[config.mk]
export PLATFORM = sky130hd
export DESIGN_NAME = oc_alarm_conditioner
export DESIGN_NICKNAME = d
export VERILOG_FILES = /design/src/rtl/oc_pkg.sv /design/src/rtl/oc_sync_edge.sv /design/src/rtl/oc_event_count.sv /design/src/rtl/oc_throttle_hold.sv /design/src/rtl/oc_alarm_conditioner.sv
export SDC_FILE = /design/constraint.sdc
export NUM_CORES = 1
export LEC_CHECK = 0
export ABC_AREA = 1
export BUFFER_PORTS_ARGS = -buffer_cell sky130_fd_sc_hd__buf_2
export CAP_MARGIN = 30
export CORE_MARGIN = 2
export CORE_UTILIZATION = 30
export DETAILED_ROUTE_END_ITERATION = 7
export PLACE_DENSITY = 0.45
export RECOVER_POWER = 100
export SETUP_SLACK_MARGIN = 0.02
export SLEW_MARGIN = 10
export SYNTH_ARGS = -nofsm -noshare
export SYNTH_HDL_FRONTEND = slang
export SYNTH_SLANG_ARGS = --single-unit
[constraint.sdc]
create_clock -name clk -period 4.4 [get_ports clk]
set_clock_uncertainty 0.05 [all_clocks]
set_input_delay 0.66 -clock clk [delete_from_list [all_inputs] [get_ports clk]]
set_output_delay 0.66 -clock clk [all_outputs]
set_load 0.01 [all_outputs]
[src/rtl/oc_pkg.sv]
package oc_pkg;

  typedef enum logic [1:0] {
    PH_IDLE,
    PH_ENGAGED,
    PH_DRAIN
  } hold_phase_e;

  localparam int DEF_SYNC_STAGES = 2;

endpackage

[src/rtl/oc_sync_edge.sv]
module oc_sync_edge #(
  parameter int SYNC_STAGES = 2
) (
  input  logic clk,
  input  logic rst,
  input  logic raw_in,
  input  logic cfg_active_low,
  output logic active_q,
  output logic ev_q
);

  logic [SYNC_STAGES-1:0] sync_q;
  logic                   level;

  // Synchroniser, preloaded with the inactive pin level during reset.
  always_ff @(posedge clk) begin
    if (rst) begin
      sync_q <= {SYNC_STAGES{cfg_active_low}};
    end else begin
      sync_q <= {sync_q[SYNC_STAGES-2:0], raw_in};
    end
  end

  // Polarity-corrected alarm level.
  assign level = sync_q[SYNC_STAGES-1] ^ cfg_active_low;

  // Registered level and inactive-to-active strobe.
  always_ff @(posedge clk) begin
    if (rst) begin
      active_q <= 1'b0;
      ev_q     <= 1'b0;
    end else begin
      active_q <= level;
      ev_q     <= level & ~active_q;
    end
  end


  ev_single_chk: assert property (@(posedge clk) disable iff (rst)
    ev_q |=> !ev_q);


  ev_follows_level_chk: assert property (@(posedge clk) disable iff (rst)
    ev_q |-> active_q);

endmodule

[src/rtl/oc_event_count.sv]
module oc_event_count #(
  parameter int CNT_W  = 8,
  parameter int FILT_W = 24
) (
  input  logic              clk,
  input  logic              rst,
  input  logic              ev_in,
  input  logic              cfg_irq_en,
  input  logic [CNT_W-1:0]  cfg_threshold,
  input  logic [FILT_W-1:0] cfg_filter,
  output logic              irq_q,
  output logic [CNT_W-1:0]  count_q
);

  localparam logic [CNT_W:0]    ONE_EXT  = (CNT_W+1)'(1);
  localparam logic [FILT_W-1:0] FILT_ONE = FILT_W'(1);

  logic [FILT_W-1:0] timer_q;
  logic [CNT_W:0]    count_next_ext;
  logic              hit;
  logic              filt_on;

  assign count_next_ext = {1'b0, count_q} + ONE_EXT;
  assign hit     = (cfg_threshold == '0) ||
                   (count_next_ext >= {1'b0, cfg_threshold});
  assign filt_on = (cfg_filter != '0);

  always_ff @(posedge clk) begin
    if (rst) begin
      count_q <= '0;
      irq_q   <= 1'b0;
      timer_q <= '0;
    end else begin
      irq_q <= 1'b0;
      if (ev_in) begin
        timer_q <= cfg_filter;
        if (hit) begin
          count_q <= '0;
          irq_q   <= cfg_irq_en;
        end else begin
          count_q <= count_next_ext[CNT_W-1:0];
        end
      end else if (!filt_on) begin
        timer_q <= '0;
      end else if (timer_q != '0) begin
        timer_q <= timer_q - FILT_ONE;
        if (timer_q == FILT_ONE) begin
          count_q <= '0;
        end
      end
    end
  end


  irq_clear_chk: assert property (@(posedge clk) disable iff (rst)
    irq_q |-> (count_q == '0));


  irq_single_chk: assert property (@(posedge clk) disable iff (rst)
    irq_q |=> !irq_q);


  every_event_chk: assert property (@(posedge clk) disable iff (rst)
    (ev_in && cfg_threshold == '0 && cfg_irq_en) |=> irq_q);


  irq_gate_chk: assert property (@(posedge clk) disable iff (rst)
    !cfg_irq_en |=> !irq_q);


  no_filter_clear_chk: assert property (@(posedge clk) disable iff (rst)
    (!ev_in && !filt_on) |=> $stable(count_q));

endmodule

[src/rtl/oc_throttle_hold.sv]
module oc_throttle_hold
  import oc_pkg::*;
#(
  parameter int HOLD_W    = 16,
  parameter int US_CYCLES = 250
) (
  input  logic              clk,
  input  logic              rst,
  input  logic              active_in,
  input  logic [HOLD_W-1:0] cfg_hold_us,
  output logic              throttle_q
);

  localparam int PW = $clog2(US_CYCLES + 1);
  localparam logic [PW-1:0]     PRE_FIRST = PW'(US_CYCLES);
  localparam logic [PW-1:0]     PRE_NEXT  = PW'(US_CYCLES - 1);
  localparam logic [PW-1:0]     PRE_ONE   = PW'(1);
  localparam logic [HOLD_W-1:0] US_ONE    = HOLD_W'(1);

  logic [HOLD_W-1:0] us_q, us_n;
  logic [PW-1:0]     pre_q, pre_n;
  hold_phase_e       phase_n;

  // The first microsecond after release counts one extra step, so the
  // drop lands exactly H*US_CYCLES cycles after the zero-hold drop.
  always_comb begin
    us_n  = us_q;
    pre_n = pre_q;
    if (active_in) begin
      us_n  = cfg_hold_us;
      pre_n = PRE_FIRST;
    end else if (us_q != '0) begin
      if (pre_q == '0) begin
        pre_n = PRE_NEXT;
        us_n  = us_q - US_ONE;
      end else begin
        pre_n = pre_q - PRE_ONE;
      end
    end
  end

  always_comb begin
    if (active_in)       phase_n = PH_ENGAGED;
    else if (us_n != '0) phase_n = PH_DRAIN;
    else                 phase_n = PH_IDLE;
  end

  always_ff @(posedge clk) begin
    if (rst) begin
      us_q       <= '0;
      pre_q      <= '0;
      throttle_q <= 1'b0;
    end else begin
      us_q       <= us_n;
      pre_q      <= pre_n;
      throttle_q <= (phase_n != PH_IDLE);
    end
  end


  throttle_on_chk: assert property (@(posedge clk) disable iff (rst)
    active_in |=> throttle_q);


  zero_hold_chk: assert property (@(posedge clk) disable iff (rst)
    (!active_in && us_q == '0) |=> !throttle_q);

endmodule

[src/rtl/oc_alarm_conditioner.sv]
module oc_alarm_conditioner #(
  parameter int CNT_W       = 8,
  parameter int FILT_W      = 24,
  parameter int HOLD_W      = 16,
  parameter int US_CYCLES   = 250,
  parameter int SYNC_STAGES = oc_pkg::DEF_SYNC_STAGES
) (
  input  logic              clk,
  input  logic              rst,
  input  logic              alarm_raw,
  input  logic              cfg_active_low,
  input  logic              cfg_irq_en,
  input  logic [CNT_W-1:0]  cfg_threshold,
  input  logic [FILT_W-1:0] cfg_filter,
  input  logic [HOLD_W-1:0] cfg_hold_us,
  output logic              irq_pulse,
  output logic              throttle_req,
  output logic [CNT_W-1:0]  event_count
);

  logic alarm_active;
  logic alarm_event;

  oc_sync_edge #(
    .SYNC_STAGES (SYNC_STAGES)
  ) u_sync (
    .clk            (clk),
    .rst            (rst),
    .raw_in         (alarm_raw),
    .cfg_active_low (cfg_active_low),
    .active_q       (alarm_active),
    .ev_q           (alarm_event)
  );

  oc_event_count #(
    .CNT_W  (CNT_W),
    .FILT_W (FILT_W)
  ) u_count (
    .clk           (clk),
    .rst           (rst),
    .ev_in         (alarm_event),
    .cfg_irq_en    (cfg_irq_en),
    .cfg_threshold (cfg_threshold),
    .cfg_filter    (cfg_filter),
    .irq_q         (irq_pulse),
    .count_q       (event_count)
  );

  oc_throttle_hold #(
    .HOLD_W    (HOLD_W),
    .US_CYCLES (US_CYCLES)
  ) u_hold (
    .clk         (clk),
    .rst         (rst),
    .active_in   (alarm_active),
    .cfg_hold_us (cfg_hold_us),
    .throttle_q  (throttle_req)
  );


  reset_quiet_chk: assert property (@(posedge clk)
    rst |=> (!irq_pulse && !throttle_req && event_count == '0));

endmodule

==> results.env, run 1 <==
MAX_SLEW_MARGIN_PCT=0.108
BUFFER_PORTS.INSERTED=62
DIE-AREA_SQ_MM=0.0150
CP_SLOWEST_CELL='sky130_fd_sc_hd__nor2_1'
PATH_CELLS='clkbuf_2, inv_1, nand2_1, nor2_1, inv_2, nand2_4, inv_2, nand2_1, inv_1'
HIGHEST_LAYER='met4'
HOLD_VIOL=0
VIOLATIONS='capacitance limit'
SYNTH-XOR-AREA-SHARE_PCT=3.94
GRT.OVERFLOW.TOTAL=0
CLKLATENCYLATEPIN_NS=0.34
FINALWIRELENGTH_MM=11.2
DIE_W_UM=123
FIRST_PASS_GRT_WIRE_LENGTH_MM=18.8
POWER-PER-CELL-AREA_mW_PER_MM2=569
CLKTRANSATPATHREGS_NS=0.06
CLKSINKCOUNT=62
PLACEMENTROWS=43
ROUTED_VIA_DENSITY=4.58
DRT-MET1-WL_MM=5.42
DETAILROUTE.WIRELENGTH.MET2_MM=5.15
MAXCAPVIOLCOUNT=1
STATUS='complete, but fails checks'
MAXSLEWVIOLCOUNT=0
CTS-BUFFERS-INSERTED=9
IR_DROP_mV=0.228
POST_CTS.REPAIR.SETUP_BUFFERS=0
DR.FIRST_ITER.DRC_COUNT=220
YS_SEQ_AREA_SHARE_PCT=29.4
CELL_WITH_THE_MOST_INSTANCES_AFTER_SYNTHESIS='sky130_fd_sc_hd__nand2_1'
COMB_POWER_SHARE_PCT=45.1
POSTLAYOUTSETUPSLACKWORST_NS=1.02
SYNTH-COMPOUND-AREA-SHARE_PCT=12.2
SYNTH.AREA.MUX_SHARE_PCT=0
ANTENNADIODECOUNT=0
SYNTH_ADDER_AREA_SHARE_PCT=4.15
AREA_GROWTH_PCT=15.9
NUM-FILL-CELLS=1519
INITIAL_ANTENNA_VIOLATION_COUNT=0
FIRST_GLOBAL_VIAS=3965
CTS_MAX_LEVEL=3
ROUTE.ANTENNA.REMAINING_NETS=0
SHARE_OF_FINAL_LAYOUT_STANDARD_CELLS_STRONGER_THAN_DRIVE_STRENGTH_1_PCT=18.2
SYN-CELL-AREA_SQ_MM=0.00423
FLOORPLAN.IO_PINS=63
TIMING.CRITICAL_PATH.SLOWEST_CELL_DELAY_NS=1.19
NUM_VIAS=4023
CLOCK_PERIOD_MINUS_FINAL_WORST_SETUP_SLACK_NS=3.38
YS_SEQ_ELEMENTS=62
UNREPAIRED_SETUP_ENDPOINTS_AFTER_GLOBAL_ROUTING='no'
CTS_HOLD_BUFFERS=0
POWER.NET_SWITCHING_uW=1190
SETUP-VIOLATIONS-FINAL=0
CP-START-KIND='flip-flop'
SYN_AREA_CELL_SQ_UM=6.65
HOLD_PATH_CLASS='reg2reg'
GRT_START_MAX_NET_PINS=33
FIRSTDRTPASSITERS=4
GRT.TOTAL_USAGE_PCT=16.0
WHS_NS=0.361
MAIN_COMBINATIONAL_CELL_FAMILY_BY_AREA_AFTER_SYNTHESIS='simple AND/OR/NAND/NOR gates'
CP.REQUIRED_NS=4.59
MAPPEDNETLISTNETS=702
YOSYSTOPAREACELL='sky130_fd_sc_hd__dfxtp_1'
ARR_TIME_CRIT_PATH_NS=3.57
INTERNAL_POWER_uW=1600
WORST_SETUP_PATH_END_KIND='flip-flop'
SYNTH.AREA.TOP_CELLS='sky130_fd_sc_hd__dfxtp_1, sky130_fd_sc_hd__nand2_1, sky130_fd_sc_hd__nor2_1'
DP_HPWL_MM=8.42
YOSYS_WARNINGS=0
CRITICAL_PATH.MAX_FANOUT=22
CTS_TREE='done'
CTS-ROOT-BUF='sky130_fd_sc_hd__clkbuf_16'
ROUTEDWLPERCELL_UM=12.8
SYNTHSIMPLEGATEAREAFRAC_PCT=39.4
MAX-CLOCK-PATH-BUFFERS=2
FINAL_MIN_PERIOD_OVER_CLOCK_PERIOD_PCT=76.8
CLOCK_POWER_SHARE_PCT=25.6
PLACEMENT.SETUP.WORST_SLACK_NS=1.60
INITIAL_CORE_UTIL_PCT=30.6
SYNTHCELLS=635
FLOORPLAN.CORE_AREA_SQ_MM=0.0138
DIE_HEIGHT_UM=123
FINALNETCOUNT=760
TOP_CELL_TYPE_S_SHARE_OF_SYNTHESIZED_AREA_PCT=29.4
POWER.LEAKAGE_uW=0.00237
SYNTH_FLOP_CELL='sky130_fd_sc_hd__dfxtp_1'
WORST-SLEW-PIN-TRANSITION_NS=1.50
NUMBER_OF_CELLS_UPSIZED_OR_DOWNSIZED_AFTER_CTS=0
SYNTHARSTFLOPSHARE_PCT=0
WORSTSETUPPATHTYPE='reg2reg'
SYNTH_ENABLE_FLOP_CELLS=0
SWSHARE_PCT=42.6
SYNTH.TOP_CELLS.BY_COUNT='sky130_fd_sc_hd__nand2_1, sky130_fd_sc_hd__nor2_1, sky130_fd_sc_hd__inv_1'
MAX_FREQ_MHz=296
TIMING.SETUP.TNS_NS=0
GLOBALPLACE.CONGESTION=0.780
DRC=0
MET3_WIRELENGTH_UM=415
SHARE_SEQ_OF_TOTAL_POWER_PCT=29.3
YOSYSUNIQUECELLTYPES=46
==> placed cells by master, fill, tap and decap left out, types with 3 or more instances in the layout <==
master                       netlist  routed
sky130_fd_sc_hd__a21oi_2          12      10
sky130_fd_sc_hd__xor2_1           15      15
sky130_fd_sc_hd__inv_1            83      83
sky130_fd_sc_hd__buf_2             3      51
sky130_fd_sc_hd__nand2_2           7       5
sky130_fd_sc_hd__xnor2_1           4       4
sky130_fd_sc_hd__or2_2            11      11
sky130_fd_sc_hd__o22ai_1           6       6
sky130_fd_sc_hd__ha_1             14      14
sky130_fd_sc_hd__nand3b_1          5       5
sky130_fd_sc_hd__nand4_1          18      18
sky130_fd_sc_hd__a211oi_1          3       3
sky130_fd_sc_hd__nor2_4            8       7
sky130_fd_sc_hd__clkbuf_1          7      12
sky130_fd_sc_hd__inv_2            12      12
sky130_fd_sc_hd__nor3_1            8       8
sky130_fd_sc_hd__nand2_1         138     141
sky130_fd_sc_hd__a21oi_1          23      25
sky130_fd_sc_hd__nor2_1           91      94
sky130_fd_sc_hd__nor2_2            5       4
sky130_fd_sc_hd__clkbuf_16         0       9
sky130_fd_sc_hd__clkinv_2          1       3
sky130_fd_sc_hd__clkinvlp_4        0       3
sky130_fd_sc_hd__dfxtp_1          62      62
sky130_fd_sc_hd__a22oi_1           4       4
sky130_fd_sc_hd__nand3_1          43      43
sky130_fd_sc_hd__o21ai_0          12      14
sky130_fd_sc_hd__a31oi_1           3       3
sky130_fd_sc_hd__nand2_4           4       3
==> flip-flops by register name, summed over array words and instances, names as in the netlist <==
register,flops
u_count.timer_q,24
u_sync.ev_q,1
u_hold.us_q,16
u_sync.active_q,1
u_count.irq_q,1
u_hold.pre_q,8
u_count.count_q,8
u_sync.sync_q,2
u_hold.throttle_q,1
==> final cells by class <==
| type | instances | area (sq um) | share of cell area, % |
|---|---|---|---|
| multi-input combinational | 461 | 2470 | 50.5 |
| sequential | 62 | 1240 | 25.4 |
| inverter | 96 | 362 | 7.39 |
| timing repair buffer | 63 | 302 | 6.16 |
| clock buffer | 10 | 229 | 4.68 |
| tap | 180 | 225 | 4.60 |
| clock inverter | 6 | 62.6 | 1.28 |
==> per-layer routing <==
| layer | track usage [%] | vias to the layer above |
|---|---|---|
| li1 | - | 2160 |
| met1 | 20.2 | 1783 |
| met2 | 26.8 | 66 |
| met3 | 2.70 | 14 |
| met4 | 7.04 | 0 |
| met5 | 0 | - |
==> cell families after synthesis <==
logic type | Yosys count
AO/OA/AOI/OAI | 78
XOR/XNOR | 19
adder cells (fa/ha/maj) | 14
buffers and inverters | 112
flip-flops | 62
AND/OR/NAND/NOR | 350
==> through the flow <==
step / utilization, % / cell area, sq um / cells / power, uW
3_3_place_gp: 33.8 / 4670 / 862 / 2110
6_report: 35.4 / 4900 / 878 / 2790
5_1_grt: 35.4 / 4900 / 878 / 3040
3_5_place_dp: 33.8 / 4670 / 862 / 2110
2_1_floorplan: - / 4230 / 635 / 1860
4_1_cts: 35.9 / 4960 / 878 / 2840
==> final timing paths <==
path / cells after the start / slack (ns) / end / from
setup / recovery: 9 / 1.02 / u_count.timer_q[14] / u_sync.ev_q
hold / removal: 2 / 0.36 / u_sync.sync_q[1] / u_sync.sync_q[0]
setup reg to reg: 9 / 1.02 / u_count.timer_q[14] / u_sync.ev_q
hold reg to reg: 2 / 0.36 / u_sync.sync_q[1] / u_sync.sync_q[0]
==> critical path, delay by kind of cell, from the launching register on <==
family / cells / cell delay (ns)
DFF: 1 / 0.29
and+or+nand+nor: 4 / 1.96
buffers and inverters: 5 / 0.97
==> power by group through the flow <==
stage / Clock (uW) / Combinational (uW) / Sequential (uW)
after global routing: 759 / 1440 / 837
after floorplan: 0 / 1060 / 799
after detailed placement: 0 / 1290 / 827
after global placement: 0 / 1280 / 829
final: 713 / 1260 / 818
after CTS: 735 / 1290 / 817
(Power assumes the default switching activity.)
==> run 2: changes to the inputs <==
Settings changed: PLACE_DENSITY 0.45 to 0.47.
Clock period 4.4 ns to 2.84 ns, I/O delays scaled along.
==> run 2 against run 1 <==
  * The flow now finishes without violations
  * Sequential share of layout area fell by 0.46 points
  * Sequential power rose by 55%
  * Critical path depth rose by 4
  * Routed wire length fell by 0.61%
  * Power rose by 60%
  * Die area did not move
  * Worst hold slack got worse by 0.12 ns
  * First-iteration DRC count fell by 0.45%
  * Flip-flop and latch count did not move
  * Clock power rose by 74%
==> results.env, run 2 (synthesis gave the netlist of run 1 again) <==
STATUS='completed'
FINALWIRELENGTH_MM=11.2  # -0.61%
CP-START-KIND='flip-flop'
POWER-PER-CELL-AREA_mW_PER_MM2=893  # +57%
TIMING.CRITICAL_PATH.SLOWEST_CELL_DELAY_NS=0.42  # -0.77 ns
WORSTSETUPPATHTYPE='reg2reg'
TOP_REGISTER='u_count.timer_q'
SHARE_SEQ_OF_TOTAL_POWER_PCT=28.4  # -0.9 points
LAYOUT.CELLS.MOST_COMMON_LIST='sky130_fd_sc_hd__nand2_1, sky130_fd_sc_hd__nor2_1, sky130_fd_sc_hd__inv_1'
CLOCK_PERIOD_MINUS_FINAL_WORST_SETUP_SLACK_NS=2.57  # -0.805 ns
GRT.OVERFLOW.TOTAL=0  # unchanged
POWER.LEAKAGE_uW=0.00241  # +1.8%
CP.REQUIRED_NS=3.03  # -1.56 ns
INITIAL_CORE_UTIL_PCT=30.6  # unchanged
BIGGESTREGSBYFLOPS='u_count.timer_q: 24 flops, u_hold.us_q: 16 flops'
CRITICAL_PATH.MAX_FANOUT=21  # -4.5%
CP_SLOWEST_CELL='sky130_fd_sc_hd__nand2_2'
BUFFER_PORTS.INSERTED=62  # unchanged
DR.FIRST_ITER.DRC_COUNT=219  # -0.45%
SWSHARE_PCT=40.6  # -2.1 points
GLOBALPLACE.CONGESTION=0.800  # +2.5%
REG2REG_FROM='u_count.timer_q[0]'
WORST-SLEW-PIN-TRANSITION_NS=0.967  # -0.531 ns
SHARE_OF_FINAL_LAYOUT_STANDARD_CELLS_STRONGER_THAN_DRIVE_STRENGTH_1_PCT=19.0  # +0.81 points
CLKSINKCOUNT=62  # unchanged
DIE_HEIGHT_UM=123  # unchanged
PLACEDCELLCOUNT=864  # +0.23%
HOLD_PATH_CLASS='in2reg'
MAX-CLOCK-PATH-BUFFERS=2  # unchanged
DRC=0  # unchanged
FINAL_COMMON_CELL='sky130_fd_sc_hd__nand2_1'
WORST_SETUP_PATH_END_KIND='flip-flop'
ROUTE.ANTENNA.REMAINING_NETS=0  # unchanged
MAX_FREQ_MHz=388  # +31%
COMB_POWER_SHARE_PCT=43.7  # -1.4 points
CLOCK_POWER_SHARE_PCT=27.8  # +2.2 points
PATH_CELLS='inv_1, ha_1, nand2_1, nor2_4, nand3_2, clkinvlp_2, nand2_4, nor2_8, inv_2, nand2_2, inv_2, nand2_1, inv_1'
WORSTREGTOREGCELLS=13  # +4
ANTENNADIODECOUNT=0  # unchanged
FINALNETCOUNT=762  # +0.26%
NUM_VIAS=4113  # +2.2%
CTS-ROOT-BUF='sky130_fd_sc_hd__clkbuf_16'
DESIGN_POWER_TOTAL_uW=4450  # +60%
SETUP.REG_TO_REG.WORST_SLACK_NS=0.27  # -0.76 ns
SETUP-VIOLATIONS-FINAL=0  # unchanged
MAXCAPVIOLCOUNT=0  # -1
NUM-FILL-CELLS=1537  # +1.2%
MAX_SLEW_MARGIN_PCT=35.5  # +35 points
CTS_MAX_LEVEL=3  # unchanged
ROUTED_VIA_DENSITY=4.67  # +2.0%
IR_DROP_mV=0.314  # +38%
DP_HPWL_MM=8.40  # -0.21%
CRIT_PATH_START='u_count.timer_q[0]'
POWER.NET_SWITCHING_uW=1810  # +52%
ROUTEDWLPERCELL_UM=12.7  # -0.83%
PLACEMENTROWS=43  # unchanged
WORSTREG2REGEND='u_count.timer_q[22]'
CTS_TREE='done'
CTS-BUFFERS-INSERTED=9  # unchanged
GRT.TOTAL_USAGE_PCT=16.3  # +0.26 points
INITIAL_ANTENNA_VIOLATION_COUNT=0  # unchanged
DIE_W_UM=123  # unchanged
MAX_FFS_PER_REGISTER=24  # unchanged
FIRSTDRTPASSITERS=4  # unchanged
FLOORPLAN.IO_PINS=63  # unchanged
FINAL_MIN_PERIOD_OVER_CLOCK_PERIOD_PCT=90.7  # +14 points
FIRST_GLOBAL_VIAS=4017  # +1.3%
INTERNAL_POWER_uW=2650  # +66%
AREA_GROWTH_PCT=18.0
ARR_TIME_CRIT_PATH_NS=2.76  # -0.81 ns
GRT_START_MAX_NET_PINS=33  # unchanged
MAXSLEWVIOLCOUNT=0  # unchanged
HOLD_VIOL=0  # unchanged
CLKLATENCYLATEPIN_NS=0.34  # about the same
WORST_SETUP_PATH_ENDPOINT='u_count.timer_q[22]'
UNREPAIRED_SETUP_ENDPOINTS_AFTER_GLOBAL_ROUTING='no'
CLKTRANSATPATHREGS_NS=0.05  # about the same
DIE-AREA_SQ_MM=0.0150  # unchanged
TIMING.SETUP.TNS_NS=0  # unchanged
FIRST_PASS_GRT_WIRE_LENGTH_MM=19.1  # +1.7%
FLOORPLAN.CORE_AREA_SQ_MM=0.0138  # unchanged
MIN_PATH_CELLS=3  # +1
STDCELL_COUNT=880  # +0.23%
-- run 2: cell types whose count changed in the layout (fill, tap and decap cells not counted), moves of 2 or more --
cell                         before  now
sky130_fd_sc_hd__inv_2           12   10
sky130_fd_sc_hd__buf_4            0    3
sky130_fd_sc_hd__clkinv_2         3    1
sky130_fd_sc_hd__a21oi_2         10   12
sky130_fd_sc_hd__inv_1           83   85
sky130_fd_sc_hd__clkinvlp_4       3    0
sky130_fd_sc_hd__clkbuf_8         0    3
sky130_fd_sc_hd__nor2_1          94   91
sky130_fd_sc_hd__a21oi_1         25   23
-- run 2: per-layer routing --
| layer | global-route usage [%] | part of all wire [%] |
|---|---|---|
| met5 | 0 | 0 |
| met1 | 20.6 | 48 |
| met3 | 3.81 | 3.7 |
| met4 | 5.82 | 1.1 |
| met2 | 27.0 | 48 |
-- run 2: area by class of cell --
cell class / instances / area [sq um] / area share, %
clock inverters: 3 / 65.1 / 1.30
repair buffers: 65 / 320 / 6.42
well taps: 180 / 225 / 4.52
inverters: 96 / 362 / 7.25
multi-input cells: 461 / 2500 / 50.2
clock buffers: 13 / 270 / 5.42
flip-flops and latches: 62 / 1240 / 24.9
-- run 2: worst min-delay path by stage --
stage                     startpoint          endpoint  slack (ns)
global placement    u_sync.sync_q[0]  u_sync.sync_q[1]        0.36
global route               alarm_raw  u_sync.sync_q[0]        0.26
CTS                        alarm_raw  u_sync.sync_q[0]        0.23
finish                     alarm_raw  u_sync.sync_q[0]        0.24
floorplan           u_sync.sync_q[0]  u_sync.sync_q[1]        0.35
detailed placement  u_sync.sync_q[0]  u_sync.sync_q[1]        0.37
-- run 2: worst max-delay path, delay by kind of cell (launching register included) --
family / cells / cell delay [ns]
simple gates: 7 / 1.34
fa+ha+maj: 1 / 0.26
flops: 1 / 0.32
buf+inv: 5 / 0.48
-- run 2: power groups by stage --
stage	Combinational [uW]	Sequential, uW	Clock [uW]
after CTS	2000	1260	1280
after floorplan	1640	1240	0
after global placement	1970	1280	0
after global routing	2260	1300	1310
after detailed placement	1990	1280	0
final	1950	1270	1240
-- run 2: metrics by stage --
step / area [sq um] / hold slack, ns / worst slack, ns / utilization, %
after floorplan: 4230 / 0.346 / 0.428 / -
after global placement: 4680 / 0.358 / 0.181 / 33.9
after detailed placement: 4680 / 0.370 / 0.0806 / 33.9
after CTS: 5020 / 0.233 / 0.0750 / 36.3
after global routing: 4990 / 0.259 / 0.0337 / 36.1
final: 4990 / 0.244 / 0.265 / 36.1
-- run 2: repair_timing --
item / in CTS / in global routing
endpoints found under the setup margin: 0 / 7
hold buffers: 0 / 0
setup buffers: 0 / 0
gates resized for setup: 0 / 4
hold endpoints to repair: 0 / 0
==> run 3: changes to the inputs <==
Settings changed: CTS_BUF_LIST set to sky130_fd_sc_hd__clkbuf_8, HOLD_SLACK_MARGIN set to 0.15.
==> run 3 against run 2 <==
  * Die area unchanged
  * Design area down 1.9%
  * Maximum frequency up 0.29%
  * Flip-flop and latch count unchanged
  * Via count down 0.49%
  * Sequential share of layout area up 0.49 points
  * Clock-buffer cell count down 1
  * Setup slack better by 0.0075 ns
  * Non-clock buffer count unchanged
  * Clock power down 25%
  * Power down 6.9%
  * Critical path type unchanged
  * Highest routed layer unchanged
==> results.env, run 3 (synthesis gave the netlist of run 1 again) <==
WORSTREG2REGEND='u_count.timer_q[22]'
MIN_PATH_CELLS=3  # unchanged
STATUS='completed'
INITIAL_ANTENNA_VIOLATION_COUNT=0  # unchanged
CTS-ROOT-BUF='sky130_fd_sc_hd__clkbuf_8'
AREA_GROWTH_PCT=15.8
SHARE_OF_FINAL_LAYOUT_STANDARD_CELLS_STRONGER_THAN_DRIVE_STRENGTH_1_PCT=19.1  # +0.14 points
CLOCK_PERIOD_MINUS_FINAL_WORST_SETUP_SLACK_NS=2.57  # -0.00753 ns
POWER.LEAKAGE_uW=0.00238  # -1.6%
FIRST_GLOBAL_VIAS=3990  # -0.67%
DIE-AREA_SQ_MM=0.0150  # unchanged
ARR_TIME_CRIT_PATH_NS=2.78  # +0.02 ns
DESIGN_POWER_TOTAL_uW=4150  # -6.9%
PLACEDCELLCOUNT=864  # unchanged
GRT.TOTAL_USAGE_PCT=16.2  # -0.059 points
LAYOUT.CELLS.MOST_COMMON_LIST='sky130_fd_sc_hd__nand2_1, sky130_fd_sc_hd__nor2_1, sky130_fd_sc_hd__inv_1'
CLKLATENCYLATEPIN_NS=0.37  # +0.03 ns
NUM_VIAS=4093  # -0.49%
MAX_FFS_PER_REGISTER=24  # unchanged
FINAL-SEQ-AREA_SQ_MM=0.00124  # unchanged
WORST-SLEW-PIN-TRANSITION_NS=0.976  # +0.00862 ns
IR_DROP_mV=0.269  # -14%
ANTENNADIODECOUNT=0  # unchanged
SETUP-VIOLATIONS-FINAL=0  # unchanged
MAXCAPVIOLCOUNT=0  # unchanged
WHS_NS=0.215  # -0.0286 ns
ROUTE.ANTENNA.REMAINING_NETS=0  # unchanged
GLOBALPLACE.CONGESTION=0.800  # unchanged
GRT_START_MAX_NET_PINS=33  # unchanged
STDCELL_COUNT=880  # unchanged
CRITICAL_PATH.MAX_FANOUT=21  # unchanged
DRC=0  # unchanged
REG2REG_FROM='u_count.timer_q[0]'
DR.FIRST_ITER.DRC_COUNT=225  # +2.7%
MIN_FROM='alarm_raw'
WORST_SETUP_PATH_END_KIND='flip-flop'
CP-START-KIND='flip-flop'
MAX_SLEW_MARGIN_PCT=34.9  # -0.58 points
CLKSINKCOUNT=62  # unchanged
GRT.OVERFLOW.TOTAL=0  # unchanged
FINAL_COMMON_CELL='sky130_fd_sc_hd__nand2_1'
TOP_REGISTER='u_count.timer_q'
FINAL_MIN_PERIOD_OVER_CLOCK_PERIOD_PCT=90.4  # -0.27 points
NUM-FILL-CELLS=1545  # +0.52%
CP.REQUIRED_NS=3.06  # +0.03 ns
DP_HPWL_MM=8.40  # unchanged
BIGGESTREGSBYFLOPS='u_count.timer_q: 24 flops, u_hold.us_q: 16 flops'
FINALNETCOUNT=762  # unchanged
CLKTRANSATPATHREGS_NS=0.07  # +0.02 ns
CTS_HOLD_BUFFERS=0  # unchanged
FIRSTDRTPASSITERS=4  # unchanged
CTS_MAX_LEVEL=3  # unchanged
CTS_TREE='done'
BUFFER_PORTS.INSERTED=62  # unchanged
MULTIINPUTGATEAREA_SQ_MM=0.00251  # +0.20%
WORSTSETUPPATHTYPE='reg2reg'
DIE_HEIGHT_UM=123  # unchanged
HOLD_VIOL=0  # unchanged
TIMING.SETUP.TNS_NS=0  # unchanged
CTS-BUFFERS-INSERTED=9  # unchanged
FLOORPLAN.IO_PINS=63  # unchanged
MAX_FREQ_MHz=390  # +0.29%
SETUP.REG_TO_REG.WORST_SLACK_NS=0.27  # about the same
WORSTREGTOREGCELLS=13  # unchanged
MAX-CLOCK-PATH-BUFFERS=2  # unchanged
ROUTEDWLPERCELL_UM=12.7  # +0.42%
FLOORPLAN.CORE_AREA_SQ_MM=0.0138  # unchanged
FINALWIRELENGTH_MM=11.2  # +0.42%
HOLD_PATH_CLASS='in2reg'
FINAL_CORE_UTIL_PCT=35.4  # -0.70 points
UNREPAIRED_SETUP_ENDPOINTS_AFTER_GLOBAL_ROUTING='no'
ROUTED_VIA_DENSITY=4.65  # -0.49%
MAXSLEWVIOLCOUNT=0  # unchanged
DIE_W_UM=123  # unchanged
FIRST_PASS_GRT_WIRE_LENGTH_MM=19.0  # -0.25%
INITIAL_CORE_UTIL_PCT=30.6  # unchanged
HOLD-PATH-ENDPOINT='u_sync.sync_q[0]'
POWER-PER-CELL-AREA_mW_PER_MM2=848  # -5.1%
PLACEMENTROWS=43  # unchanged
==> run 3: changes by cell type in the layout (fill, tap and decap cells not counted), sizes merged <==
cell	before	now
clkbuf	23	22
inv	95	96
==> run 3: worst max-delay path, stage by stage, from the launching register on <==
cell                         delay [ns]
sky130_fd_sc_hd__dfxtp_1           0.33
sky130_fd_sc_hd__inv_1             0.10
sky130_fd_sc_hd__ha_1              0.26
sky130_fd_sc_hd__nand2_1           0.16
sky130_fd_sc_hd__nor2_4            0.15
sky130_fd_sc_hd__nand3_2           0.13
sky130_fd_sc_hd__clkinvlp_2        0.20
sky130_fd_sc_hd__nand2_4           0.10
sky130_fd_sc_hd__nor2_8            0.29
sky130_fd_sc_hd__inv_2             0.08
sky130_fd_sc_hd__nand2_2           0.41
sky130_fd_sc_hd__inv_2             0.08
sky130_fd_sc_hd__nand2_1           0.08
sky130_fd_sc_hd__inv_1             0.03
==> run 3: final cells by class <==
| class | instances | area share [%] |
|---|---|---|
| timing repair buffer | 65 | 6.55 |
| clock buffer | 12 | 3.38 |
| sequential | 62 | 25.4 |
| clock inverter | 4 | 1.41 |
| tap | 180 | 4.60 |
| inverter | 96 | 7.39 |
| multi-input combinational | 461 | 51.3 |
==> run 3: per-layer routing <==
metal	GRT usage, %	vias to the layer above	wire length (um)
met1	20.5	1857	5380
met4	5.82	0	167
met5	0	-	0
met2	27.1	59	5230
met3	3.53	12	421
li1	-	2165	-
==> run 3: worst max-delay path by stage <==
stage	from	end	slack [ns]	cells after the start
finish	u_count.timer_q[0]	u_count.timer_q[22]	0.27	13
floorplan	u_count.count_q[0]	u_count.count_q[5]	0.43	16
detailed placement	u_count.count_q[0]	u_count.count_q[7]	0.08	16
CTS	u_count.count_q[0]	u_count.count_q[4]	0.07	16
global route	u_count.count_q[0]	u_count.count_q[3]	0.03	16
global placement	u_count.count_q[0]	u_count.count_q[6]	0.18	16
==> run 3: report_power, final <==
| group | switching, uW | internal [uW] | leakage [uW] |
|---|---|---|---|
| combinational | 1230 | 723 | 0.00174 |
| clock | 370 | 562 | 0.000124 |
| sequential | 178 | 1090 | 0.000511 |
| total | 1780 | 2370 | 0.00238 |
==> run 3: timing repair <==
| item | CTS | global route |
|---|---|---|
| gates resized for setup | 0 | 4 |
| hold endpoints to repair | 0 | 0 |
| buffers inserted | 0 | 0 |
| setup endpoints to repair | 0 | 7 |
==> run 3: stage by stage <==
step | setup WS [ns] | cell area, sq um
floorplan | 0.428 | 4230
global placement | 0.181 | 4680
detailed placement | 0.0806 | 4680
CTS | 0.0734 | 4920
global route | 0.0304 | 4890
finish | 0.273 | 4890
